## src/rtl/serprog_read_host.sv

```systemverilog
module serprog_read_host #(
  parameter int HALF   = 2,
  parameter int CNT_W  = 16,
  parameter int TURN_W = 8
) (
  input  logic              clk,
  input  logic              rst_n,
  input  logic              start,
  input  logic [21:0]       start_addr,
  input  logic [CNT_W-1:0]  byte_count,
  input  logic [TURN_W-1:0] turn_delay,
  output logic              busy,
  output logic              sclk_o,
  output logic              sdata_o,
  output logic              sdata_oe,
  input  logic              sdata_i,
  output logic              rd_valid,
  output logic [7:0]        rd_data
);
  localparam int CW = (2 * HALF > 1) ? $clog2(2 * HALF) : 1;
  localparam logic [CW-1:0] LAST = CW'(2 * HALF - 1);
  localparam logic [CW-1:0] MID  = CW'(HALF);
  localparam logic [CW-1:0] SAMP = CW'(HALF - 1);
  localparam logic [3:0]    CMD_RD = 4'b1001;

  typedef enum logic [2:0] {S_IDLE, S_SETUP, S_CMD, S_OPER, S_TURN, S_READ, S_DONE} st_t;

  st_t               st;
  logic [CW-1:0]     cnt;
  logic [4:0]        bidx;
  logic [2:0]        ins;
  logic [21:0]       addr_q;
  logic [CNT_W-1:0]  rem;
  logic [TURN_W-1:0] turn_q, tcnt;
  logic [7:0]        shreg;
  logic [15:0]       opc;
  logic [4:0]        last_bit;
  logic              bit_st, setup_bit;

  always_comb begin
    case (ins)
      3'd0:    opc = {8'h0E, 2'b00, addr_q[21:16]};
      3'd1:    opc = 16'h6EF8;
      3'd2:    opc = {8'h0E, addr_q[15:8]};
      3'd3:    opc = 16'h6EF7;
      3'd4:    opc = {8'h0E, addr_q[7:0]};
      default: opc = 16'h6EF6;
    endcase
  end

  assign setup_bit = (bidx < 5'd4) ? 1'b0 : opc[4'(bidx - 5'd4)];
  assign bit_st    = (st == S_SETUP) || (st == S_CMD) || (st == S_OPER) || (st == S_READ);
  assign last_bit  = (st == S_SETUP) ? 5'd19 : (st == S_CMD) ? 5'd3 : 5'd7;

  assign busy     = (st != S_IDLE);
  assign sclk_o   = bit_st && (cnt < MID);
  assign sdata_oe = (st == S_SETUP) || (st == S_CMD) || (st == S_OPER);
  assign sdata_o  = (st == S_SETUP) ? setup_bit : (st == S_CMD) ? CMD_RD[bidx[1:0]] : 1'b0;
  assign rd_valid = (st == S_DONE);
  assign rd_data  = shreg;

  always_ff @(posedge clk or negedge rst_n) begin
    if (!rst_n) begin
      st     <= S_IDLE;
      cnt    <= '0;
      bidx   <= '0;
      ins    <= '0;
      addr_q <= '0;
      rem    <= '0;
      turn_q <= '0;
      tcnt   <= '0;
      shreg  <= '0;
    end else begin
      case (st)
        S_IDLE: begin
          if (start && byte_count != '0) begin
            addr_q <= start_addr;
            rem    <= byte_count;
            turn_q <= turn_delay;
            cnt    <= '0;
            bidx   <= '0;
            ins    <= '0;
            st     <= S_SETUP;
          end
        end
        S_SETUP, S_CMD, S_OPER, S_READ: begin
          if (st == S_READ && cnt == SAMP)
            shreg[bidx[2:0]] <= sdata_i;
          if (cnt != LAST) begin
            cnt <= cnt + 1'b1;
          end else begin
            cnt <= '0;
            if (bidx != last_bit) begin
              bidx <= bidx + 1'b1;
            end else begin
              bidx <= '0;
              case (st)
                S_SETUP: if (ins != 3'd5) ins <= ins + 1'b1; else st <= S_CMD;
                S_CMD:   st <= S_OPER;
                S_OPER: begin
                  tcnt <= '0;
                  st   <= (turn_q == '0) ? S_READ : S_TURN;
                end
                default: st <= S_DONE;
              endcase
            end
          end
        end
        S_TURN: begin
          if (tcnt == turn_q - 1'b1) st <= S_READ;
          else tcnt <= tcnt + 1'b1;
        end
        default: begin
          if (rem == CNT_W'(1)) begin
            st <= S_IDLE;
          end else begin
            rem <= rem - 1'b1;
            st  <= S_CMD;
          end
        end
      endcase
    end
  end

  AST_IDLE_QUIET: assert property (@(posedge clk) disable iff (!rst_n)
    !busy |-> (!sclk_o && !sdata_oe && !rd_valid));
  AST_BIT_DATA_STABLE: assert property (@(posedge clk) disable iff (!rst_n)
    sclk_o |=> (!sclk_o || $stable(sdata_o)));
  AST_TURN_RELEASED: assert property (@(posedge clk) disable iff (!rst_n)
    (st == S_TURN) |-> (!sclk_o && !sdata_oe));
  AST_VALID_PULSE: assert property (@(posedge clk) disable iff (!rst_n)
    rd_valid |=> !rd_valid);
  AST_ACCEPT_BUSY: assert property (@(posedge clk) disable iff (!rst_n)
    (!busy && start && byte_count != '0) |=> busy);
  AST_BUSY_START_IGNORED: assert property (@(posedge clk) disable iff (!rst_n)
    (busy && start) |=> ($stable(addr_q) && $stable(turn_q)));
  AST_ZERO_COUNT_IGNORED: assert property (@(posedge clk) disable iff (!rst_n)
    (!busy && start && byte_count == '0) |=> !busy);
endmodule

```

## config.mk

```make
export PLATFORM = sky130hd
export DESIGN_NAME = serprog_read_host
export DESIGN_NICKNAME = d
export VERILOG_FILES = /design/src/rtl/serprog_read_host.sv
export SDC_FILE = /design/constraint.sdc
export NUM_CORES = 1
export LEC_CHECK = 0
export ABC_AREA = 1
export BUFFER_PORTS_ARGS = -buffer_cell sky130_fd_sc_hd__buf_2
export CAP_MARGIN = 20
export CORE_MARGIN = 1
export CORE_UTILIZATION = 49
export CTS_CLUSTER_SIZE = 14
export DETAILED_ROUTE_END_ITERATION = 8
export PLACE_DENSITY = 0.69
export SLEW_MARGIN = 20
export SYNTH_ARGS = -nofsm -noshare
export SYNTH_HDL_FRONTEND = slang
export SYNTH_SLANG_ARGS = --single-unit
```

## constraint.sdc

```tcl
create_clock -name clk -period 2.75 [get_ports clk]
set_input_delay 0.55 -clock clk [delete_from_list [all_inputs] [get_ports clk]]
set_output_delay 0.55 -clock clk [all_outputs]
set_load 0.05 [all_outputs]
```

---- Word-level counts from Yosys, hierarchy flattened ----
Index checks and enable logic that the tools add are counted.
Widths: inputs -> output; s select.
cells by class
  $lt $le $gt $ge ......................... 6
  mux-type cells .......................... 43
  equality and inequality tests ........... 26
  add/sub/neg operators ................... 7
  reduce and logical (&&, ||, !) cells .... 24
  bitwise logic cells ..................... 1
operators with widths
  kind                   number
  $pmux 15 s5            1
  $mux 3                 11
  $mux 16                2
  $mux 8                 4
  $pmux 16 s2            1
  $mux 5                 4
  $ne 2x2->1 const B     9
  $pmux 3 s3             2
  $eq 16x1->1 const B    1
  $pmux 8 s2             1
  $reduce_bool 16->1     1
  $sub 16x1->16 const B  1
  $eq 3x2->1 const B     4
  $eq 3x3->1 const B     4
  $pmux 5 s2             1
  $reduce_and 5->1       2
  $add 8x1->8 const B    1
  $bwmux 8               1
  $eq 8x8->1             1
  $logic_not 8->1        1
  $sub 8x1->8 const B    1
  $mux 1                 7
  $eq 3x1->1 const B     2
  $logic_not 3->1        2
  30 further kinds       42
storage, ports and cells
  bits in registers ....................... 75
  output and inout port bits .............. 13

---- Depth between registers and ports, before layout ----
  word-level depth ........................ 7
  mapped depth ............................ 16
  depth with buffers taken out ............ 16

---- Worst setup path before layout ----
OpenSTA, ideal clock, no wires.
  kind .................................... register to output
  from .................................... register ins[0]
  to ...................................... output port sdata_o
  arrival ................................. 1.870 ns
  slack ................................... 0.330 ns
  cell stages (with the launch flop) ...... 17
  path buffers ............................ 0
  cells stage by stage .................... dfrtp_1 inv_1 ha_1 inv_1 nor2_1 nand2_1 nand2_1 inv_1 nand2_1 nand2_1 nand2_1 nand2_1 nor2_1 nand2_1 nand2_1 nand2_1 nand2_1
on the way
  cells in the longest elaborated chain, start to end .. 6
  elaborated cells between the ends (all ways) .. 10
  those cells by class .................... eq/ne: 4; mux: 5; reduce/logical: 1
ends and longest elaborated chain
  element                                   line  RTL
  from (decl)                               31    logic [2:0] ins;
  from (signal assigned)                    67    ins <= '0;
  from (signal assigned)                    82    ins <= '0;
  from (signal assigned)                    98    S_SETUP: if (ins != 3'd5) ins <= ins + 1'b1; else st <= S_CMD;
  $eq 3x3->1, or another cell as far along  41    case (ins)
  $pmux 15 s5 *                             41
  $bmux 1 s4 *                              51    assign setup_bit = (bidx < 5'd4) ? 1'b0 : opc[4'(bidx - 5'd4)];
  $mux 1 (not written as such) *            51
  $mux 1 *                                  51
  $mux 1 *                                  58    assign sdata_o = (st == S_SETUP) ? setup_bit : (st == S_CMD) ? CMD_RD[bidx[1:0]] : 1'b0;
  to (decl)                                 14    output logic sdata_o,
Mark *: on every way between the ends. The rest lies on a longest branch, timed or not. The select of a mux whose other input is x is not followed.

---- Worst setup path in the final report ----
  from .................................... register ins[1]
  to ...................................... output port sdata_o
The elaborated chain is that of the path after synthesis.

==> run_results.csv <==
group,metric,value,unit
clocking,cts-root-buf,"clkbuf_8",
yosys,synth_mux_area_share,5.194,%
yosys,syn_inst,645,
routing,remaining_drc_errors,0,
yosys,synth_area_leaders,"dfrtp_1, nand2_1, nor2_1",
sta,setup_viol,1,
floorplan,chipWidth,100.7,um
yosys,dominantRegCellSynth,"dfrtp_1",
worst_setup_path,end_kind,"output port",
global_routing,grt_overflow_total,0,
finish,area_growth,16.58,%
run_status,status,"finished, violations left",
yosys,synthXorXnorAreaFrac,2.387,%
yosys,synth_top_area_share,39.35,%
placement,postPlaceCellArea,0.005238,mm^2
pwr,p_leak,0.002797,uW
yosys,synth_compound_gate_area_share,8.814,%
worst_setup_path,critical_path.most_common_cell,"nand2_1",
job,maxCapViolCount,0,
yosys,yosysTopAreaCell,"dfrtp_1",
clocking,cts_tree,"yes",
finish,nets,784,
yosys,synth_adder_area_share,3.673,%
yosys,ys.warnings.count,0,
routing,drtPass1Iterations,4,
sta,period_share,103.6,%
floorplan,rows,35,
yosys,synth_edf_count,0,
clocking,cts_buffers,9,
run_status,violations,"setup timing",
worst_setup_path,arrival,2.30,ns
clocking,cts_sinks,75,
worst_setup_path,cp_slowest_cell,"dfrtp_1",
clocking,htree_num_levels,3,
worst_setup_path,critPathLaunchType,"flip-flop",
floorplan,io_pins,63,
global_routing,antenna_found_initial,0,
routing,ant_nets,0,
sta,rsz0062_at_grt,"true",
placement,place_ws,0.1936,ns
placement,port_buffers,62,
yosys,synth.ff_latch_count,75,
floorplan,start_util,51.13,%
sta,finalMaxSlewViolations,0,
clocking,worstSkewPairLatency,0.36,ns
yosys,synth.avg_cell_area,7.395,um^2
yosys,synth.yosys.seq_area_share,39.35,%
min_path,hp-class,"input port to asynchronous set/reset pin",
global_routing,grt_pass1_wl,18460,um
routing,drtIter0Drc,181,
worst_setup_path,crit_chain,"inv_2, ha_4, nand2_1, inv_2, nand2_1, nand2_1, inv_1, nand2_1, nand2_1, nand2_1, nand2_1, nor2_1, nand2_1, nand2_1, nand2_1, nand2_1, buf_6",
finish,mostFrequentLayoutCells,"nand2_1, nor2_1, dfrtp_1",
finish,final_common_cell,"nand2_1",
yosys,syn-num-nets,709,
sta,slew_headroom,36.34,%
floorplan,core-area,0.009328,mm^2
global_routing,grt_usage,22.87,%
sta,fmax,351.0,MHz
finish,stdcell_count,854,
worst_setup_path,cp_max_fo,6,
clocking,clkTransAtPathRegs,0.09,ns
global_routing,first_global_vias,4075,
placement,hpwl,7952,um
global_routing,grt_max_degree,76,
routing,wirelength,11170,um
finish,design_area,0.005560,mm^2
routing,num_vias,4345,
routing,post_drt_wl_per_cell,13.08,um
sta,tightest_slew,0.9550,ns
pwr,power.net_switching,2948,uW
floorplan,fp.dieH,100.7,um
sta,min_period,2.849,ns
pwr,clkPwrFrac,15.5,%
yosys,synthArstFlopShare,100.0,%
finish,fill_cells,869,
pwr,switching_share,47.33,%
clocking,cts_buffer_depth,2,
routing,viasPerCell,5.088,
placement,finalWeightedCongestion,0.8394,
pwr,p_per_area,1120,mW/mm^2
clocking,cts_hold_buffers,0,
pwr,ir_drop,0.0007004,V
yosys,synth_top_family_by_area,"simple AND/OR/NAND/NOR gates",
pwr,power.internal,3280,uW
finish,antennaDiodeCount,0,
yosys,synth_cell_types,38,
sta,hold_violations,0,
pwr,power_frac_comb,52.5,%
worst_setup_path,r2r_slack,0.53,ns
yosys,synthesis.area,0.004770,mm^2
sta,layout_setup_ws,-0.09875,ns
floorplan,dieArea,0.01013,mm^2
worst_setup_path,required,2.20,ns
worst_setup_path,worst_path_largest_cell_delay,0.45,ns
placement,place_inst,831,
pwr,seqPwrFrac,31.9,%
worst_setup_path,crit_type,"flip-flop to output port",
yosys,yosys.area_share.simple,32.95,%
sta,fin_skew,0.01240,ns
finish,drive_gt1_share,21.66,%
-- routing by layer --
metal  up-vias  routed length (um)  track usage (%)
met5         -                   0                0
met4         0                 174            6.243
met3        19                 404            4.438
met2        86                5442            38.30
met1      2024                5150            30.27
li1       2216                   -                -
-- cell usage after synthesis, types with 7 or more instances --
| library cell | count |
|---|---|
| nand3_1 | 49 |
| ha_1 | 14 |
| a21oi_1 | 21 |
| dfrtp_1 | 75 |
| nor2_4 | 7 |
| inv_2 | 8 |
| o21ai_0 | 32 |
| o21ai_1 | 9 |
| nor2_1 | 80 |
| nand2_2 | 7 |
| nand2_1 | 187 |
| xor2_1 | 10 |
| inv_1 | 70 |
| mux2_2 | 22 |
-- worst paths after layout --
kind | startpoint | end | depth (start not counted)
max | ins[1] | sdata_o | 17
min | rst_n | tcnt[6] | 1
max reg2reg | st[1] | ins[1] | 9
min reg2reg | rd_data[5] | rd_data[5] | 2
max in group asynchronous | rst_n | rem[8] | 1
min in group clk | start_addr[21] | addr_q[21] | 2
-- power by group through the flow --
| stage | Combinational (uW) | Clock (uW) | Sequential [uW] |
|---|---|---|---|
| 2_1_floorplan | 2470 | 0 | 1910 |
| 3_3_place_gp | 3030 | 0 | 1980 |
| 3_5_place_dp | 3110 | 0 | 1990 |
| 4_1_cts | 3150 | 979 | 1970 |
| 5_1_grt | 3700 | 1030 | 2060 |
| 6_report | 3270 | 968 | 1990 |
-- critical path, delay by kind of cell (launching register included) --
kind / cells / cell delay, ns
flops: 1 / 0.45
buf+inv: 4 / 0.49
fa+ha+maj: 1 / 0.17
simple gates: 12 / 0.84
-- metrics by stage --
step / setup TNS (ns) / utilization [%] / hold WS (ns) / total power [uW]
final: -0.09875 / 59.61 / 0.3224 / 6228
after global routing: -0.2404 / 59.61 / 0.4040 / 6787
after CTS: 0 / 58.71 / 0.3728 / 6098
after detailed placement: 0 / 56.15 / 0.4762 / 5094
after global placement: 0 / 56.15 / 0.4675 / 5007
after floorplan: 0 / - / 0.2544 / 4381
-- flip-flops by register name (all words and copies together), names as in the netlist --
signal   flops
rem         16
addr_q      22
cnt          2
turn_q       8
st           3
tcnt         8
ins          3
rd_data      8
bidx         5
-- cell families after synthesis --
logic type,Yosys count
fa+ha+maj,14
compound gates,76
xor+xnor,13
buf+inv,90
mux,22
simple gates,355
flops,75
-- repair_timing --
item / in CTS / in global routing
setup endpoints to repair: 1 / 1
gates resized for setup: 7 / 10
cloned: 0 / 1
setup buffers: 0 / 6
pin swaps: 0 / 9
-- layout make-up --
| class | count | area [um^2] | share of cell area, % |
|---|---|---|---|
| clock buffer | 9 | 123.9 | 2.228 |
| clock inverter | 7 | 98.84 | 1.778 |
| timing repair buffer | 76 | 437.9 | 7.876 |
| inverter | 78 | 292.8 | 5.266 |
| multi-input combinational | 480 | 2569 | 46.20 |
| sequential | 75 | 1877 | 33.75 |
| tap | 129 | 161.4 | 2.903 |
(Power assumes the default switching activity.)
